==> config.mk <==
export PLATFORM = sky130hd
export DESIGN_NAME = dot_accum
export DESIGN_NICKNAME = d
export VERILOG_FILES = /design/src/rtl/dot_accum.sv
export SDC_FILE = /design/constraint.sdc
export NUM_CORES = 1
export LEC_CHECK = 0
export BUFFER_PORTS_ARGS = -buffer_cell sky130_fd_sc_hd__buf_2
export CAP_MARGIN = 20
export CORE_MARGIN = 8
export CORE_UTILIZATION = 30
export DETAILED_ROUTE_END_ITERATION = 7
export GPL_TIMING_DRIVEN = 1
export PLACE_DENSITY_LB_ADDON = 0.3
export SKIP_LAST_GASP = 1
export SLEW_MARGIN = 15
export SYNTH_ARGS = -nofsm -noshare
export SYNTH_HDL_FRONTEND = slang
export SYNTH_SLANG_ARGS = --single-unit
==> constraint.sdc <==
create_clock -name clk -period 17.4 [get_ports clk]
set_input_delay 0 -clock clk [delete_from_list [all_inputs] [get_ports clk]]
set_output_delay 0 -clock clk [all_outputs]
set_load 0.05 [all_outputs]
==> src/rtl/dot_accum.sv <==
module dot_accum #(
  parameter int W   = 16,
  parameter int SEG = 4
) (
  input  logic                  clk,
  input  logic                  rst_n,
  input  logic                  clr,
  input  logic                  in_valid,
  input  logic                  in_last,
  input  logic signed [W-1:0]   in_a,
  input  logic signed [W-1:0]   in_b,
  output logic signed [2*W+9:0] sum,
  output logic                  done
);
  localparam int PW = 2 * W;
  localparam int AW = 2 * W + 10;

  logic signed [PW-1:0] mp   [SEG];
  logic        [SEG-1:0] ml;
  logic signed [AW-1:0] ring [SEG];
  logic                 fin;
  logic signed [AW-1:0] mext;
  logic signed [AW-1:0] total;

  assign mext = {{(AW-PW){mp[SEG-1][PW-1]}}, mp[SEG-1]};

  always_comb begin
    total = '0;
    for (int k = 0; k < SEG; k++) total = total + ring[k];
  end

  always_ff @(posedge clk) begin
    if (!rst_n || clr) begin
      for (int k = 0; k < SEG; k++) begin
        mp[k]   <= '0;
        ring[k] <= '0;
      end
      ml   <= '0;
      fin  <= 1'b0;
      done <= 1'b0;
    end else begin
      mp[0] <= in_valid ? PW'(in_a * in_b) : '0;
      for (int k = 1; k < SEG; k++) mp[k] <= mp[k-1];
      ml <= {ml[SEG-2:0], in_valid & in_last};
      if (fin) begin
        ring[0] <= mext;
        for (int k = 1; k < SEG; k++) ring[k] <= '0;
      end else begin
        ring[0] <= mext + ring[SEG-1];
        for (int k = 1; k < SEG; k++) ring[k] <= ring[k-1];
      end
      fin  <= ml[SEG-1];
      done <= fin;
    end
  end

  always_ff @(posedge clk) begin
    if (!rst_n) sum <= '0;
    else if (!clr && fin) sum <= total;
  end

  logic [SEG+1:0] lhist;
  always_ff @(posedge clk) begin
    if (!rst_n) lhist <= '0;
    else lhist <= {lhist[SEG:0], in_valid & in_last};
  end

  a_r5_done_after_last: assert property (@(posedge clk) disable iff (!rst_n)
    done |-> lhist[SEG+1]);

  a_r6_clear_kills_done: assert property (@(posedge clk) disable iff (!rst_n)
    clr |=> !done);

  a_r7_sum_hold: assert property (@(posedge clk) disable iff (!rst_n)
    !done |-> $stable(sum));

  for (genvar g = 1; g < SEG; g++) begin : g_ring_chk
    a_r10_ring_empty: assert property (@(posedge clk) disable iff (!rst_n)
      done |-> ring[g] == '0);
  end
endmodule

==> impl_summary.log <==
[metrics] result of the run: finished clean
[metrics] FF+latch count, synth: 344
[metrics] headroom to the max-slew limit: 0.356
[metrics] CP peak stage delay: 740 ps
[metrics] largest cells by area after synthesis: fa_1 (26%), dfxtp_1 (16%), edfxtp_1 (14%), and2_1 (8.3%), ha_1 (7.7%)
[metrics] actual slew at the worst max-slew pin: 965 ps
[metrics] post-cts sizing count: 0
[metrics] Final Critical Period: 5630 ps
[metrics] Sink Count: about 340
[metrics] Period Utilization, post-route: 0.323
[metrics] Peak VDD IR: roughly 0.25 mV
[metrics] worst clock skew on the final layout: 26.2 ps
[metrics] dominant combinational cell family by area after synthesis: adder cells
[metrics] synthesized-area fraction occupied by ao, oa, aoi and oai cells: 0.102
[metrics] async set-or-reset flop fraction in the synthesized netlist: 0
[metrics] initial antenna violation count: 2
[metrics] hold violation total from the final report: 0
[metrics] crit start category: primary input
[metrics] layout filler cell count: just over 9k
[metrics] via count: 17.5k
[metrics] share of the synthesized area in the top cell type: 0.259
[metrics] pre-CTS setup slack: about 11000 ps
[metrics] final number of setup-violating endpoints: 0
[metrics] post-synthesis instance area: around 27000 um2
[metrics] fraction of final layout cells sized beyond drive strength 1: 0.0706
[metrics] insertion delay to the later sink of the worst-skew pair: 560 ps
[metrics] warnings from Yosys: 0
[metrics] half-perimeter wire length after detailed placement: roughly 47 mm
[metrics] register area share after synthesis: 0.306
[metrics] post-synthesis cell type with the largest combined area: fa_1
[metrics] worst path required time: 17810 ps
[metrics] max-cap violations: 0
[metrics] Simple-Gate Fraction of Synth Area: 0.163
[metrics] CP Cell Sequence: buf_2 > nand2_1 > inv_1 > fa_1 > fa_1 > fa_1 > fa_1 > fa_1 > inv_1 > fa_1 > inv_1 > ha_1 > a21o_1 > a21o_1 > a21oi_1 > a21boi_0 > o2111a_1 > a211oi_1 > nor2_1 > o32ai_1 > xor2_1 > nor2_1
[metrics] setup repair after global routing missed its margin: false
[metrics] Final Wtd Congestion: 0.809
[metrics] Gate Count Post-Synth: 2595
[metrics] register-to-register setup slack: 12910 ps
[metrics] critical path's most frequent cell: fa_1
[metrics] classification of the worst setup path: primary input to flop
[metrics] initial cell density of the core: 0.302
[metrics] clk buf depth: 3
[metrics] synthesized-area fraction occupied by xor and xnor cells: 0.0322
[metrics] die area: ~99000 um2
[metrics] CTS tree: built
[metrics] area delta synth->final: 12.5%
[metrics] Row Count: approximately 110
[metrics] most common library cell in the layout ignoring fill and taps: and2_1
[metrics] y dimension of the die: 314 um
[metrics] share of the core filled with cells: 0.340
[metrics] count of nets left with antenna violations after detail routing: 0
[metrics] arrival time at the worst endpoint: 6030 ps
[metrics] Critical Path Slowest Stage Cell: fa_1
[metrics] most used cells in the layout excluding fill and tap cells: and2_1 (355), fa_1 (345), inv_1 (309)
[metrics] number of diodes: 0
[metrics] final routed DRC violation total: 0
[metrics] critical path peak fanout: 16
[metrics] library cells used by synthesis: slightly below 90
[metrics] Syn Area/Cell: 10.3 um2
[metrics] maximum number of pins on one net before global-route repair: around 120
[metrics] Total GRT Usage: 0.122
[metrics] clock-pin slew of the registers on the worst-case setup and hold paths: 60 ps
[metrics] Port Buffers: 79
[metrics] number of global-route vias before repair: 18.0k
[metrics] adder-cell area share of the yosys netlist: 0.337
[metrics] multiplexer share of the synthesized area: 0.000799
[metrics] leak pwr: 13.5 nW
[metrics] Total Neg Setup Slack: 0 ps
[metrics] Core Area: 88100 um2
[metrics] post-placement cell area: 28600 um2
[metrics] horizontal die dimension: roughly 310 um
[metrics] total global routing overflow: 0
[metrics] Worst setup EP type: flop
[metrics] Final WS setup: 11770 ps
[metrics] Starting DRT DRC Count: 846
[metrics] kind of path behind the tightest hold check: primary input to flop
[metrics] H-tree Lvls: 2
[metrics] total power consumption of the routed design: between 5 and 6 mW
[metrics] WL/cell: 15.1 um
[metrics] number of I/O pins: 80
[metrics] total non-filler cell area in the finished layout: 29900 um2
[metrics] number of nets at the end of the flow: 3304
[metrics] total power per unit cell area: 174 nW/um2
[metrics] cell at the root of the clock tree: clkbuf_16
[metrics] Total Routed Length: 59.7 mm
[metrics] number of synthesized flops with an enable pin: roughly 130
[metrics] first-pass iteration count of the detailed router: 5
[metrics] highest clock rate: 178 MHz
[metrics] most frequently used flop master after synthesis: dfxtp_1
[metrics] number of buffers created by CTS: 39
[metrics] number of pins with negative max-slew slack in the final report: 0
[metrics] post-detailed-route via-to-cell ratio: between 4 and 5
[metrics] first-pass GRT wire length: 98.6 mm
-- synthesized netlist by cell type, types with 5 or more instances --
master / number
nor3_1: 20
clkbuf_1: 84
edfxtp_1: 126
nand4_1: 11
nand2b_1: 18
o21ai_1: 10
o21a_1: 17
o21ai_0: 83
and3_1: 10
ha_1: 164
a21oi_1: 109
inv_1: 309
a21o_1: 47
o211ai_1: 10
nand2_1: 249
nor2b_1: 11
o21bai_1: 7
or3_1: 10
buf_1: 5
a211oi_1: 22
dfxtp_1: 218
fa_1: 345
o31a_1: 6
nand3_1: 34
nor3b_1: 7
o31ai_1: 11
or2_2: 6
xor2_1: 41
xnor2_1: 57
a31oi_1: 13
a22o_1: 7
nor2_1: 90
and2_1: 355
-- state kept, by name (all words and copies together) (netlist names) --
register / count
sum: 42
mp: 128
ml: 4
fin: 1
done: 1
ring: 168
-- area by class of cell --
class / count / area (um2) / share of cell area
clock inverter: 20 / 163 / 0.00543
tap: 1165 / 1460 / 0.0487
inverter: 311 / 1170 / 0.0390
timing repair buffer: 90 / 490 / 0.0164
sequential: 344 / 8150 / 0.272
clock buffer: 52 / 1120 / 0.0373
multi-input combinational: 1972 / 17400 / 0.581
-- cells by family (layout without fill, tap and decap cells) --
logic type / after synthesis / after routing
buffers and inverters: 404 / 473
XOR/XNOR: 98 / 98
other: 1 / 126
flip-flops: 344 / 344
AND/OR/NAND/NOR: 834 / 834
AO/OA/AOI/OAI: 403 / 403
adder cells (fa/ha/maj): 509 / 509
multiplexers: 2 / 2
-- power breakdown --
| group | switching (mW) | internal [mW] |
|---|---|---|
| Combinational | 1.99 | 1.51 |
| Clock | 0.337 | 0.472 |
| Sequential | 0.0218 | 0.874 |
-- critical path: cells and delay by family --
family          cells  cell delay (ps)
fa+ha+maj           7             3580
compound gates      7             1590
buf+inv             4              390
simple gates        3              290
xor+xnor            1              180
-- worst paths after layout --
check,from,to,depth (start not counted)
worst max-delay path,in_b[1],mp[0][30]$_SDFF_PP0_,22
worst min-delay path,clr,sum[33]$_SDFFE_PN0P_,4
worst max register to register,ring[3][1]$_SDFFCE_PN0P_,sum[35]$_SDFFE_PN0P_,15
worst min register to register,mp[0][81]$_SDFF_PP0_,mp[0][113]$_SDFF_PP0_,1
-- layer usage --
metal / GRT usage / vias up / wire length [um]
met2: 0.186 / 283 / 25300
met5: 0 / - / 13
li1: - / 8651 / -
met4: 0.0236 / 2 / 917
met1: 0.183 / 8522 / 31000
met3: 0.0190 / 53 / 2400
-- what timing repair did --
action,4_1_cts,5_1_grt
hold buffers,5,0
buffers inserted,0,0
hold endpoints to repair,14,0
-- stage by stage --
step,cells,hold slack [ps]
5_1_grt,3954,143
2_1_floorplan,2720,146
6_report,3954,143
3_3_place_gp,3877,289
4_1_cts,3954,102
3_5_place_dp,3877,302
No activity file was read; power rests on OpenSTA's default activity.
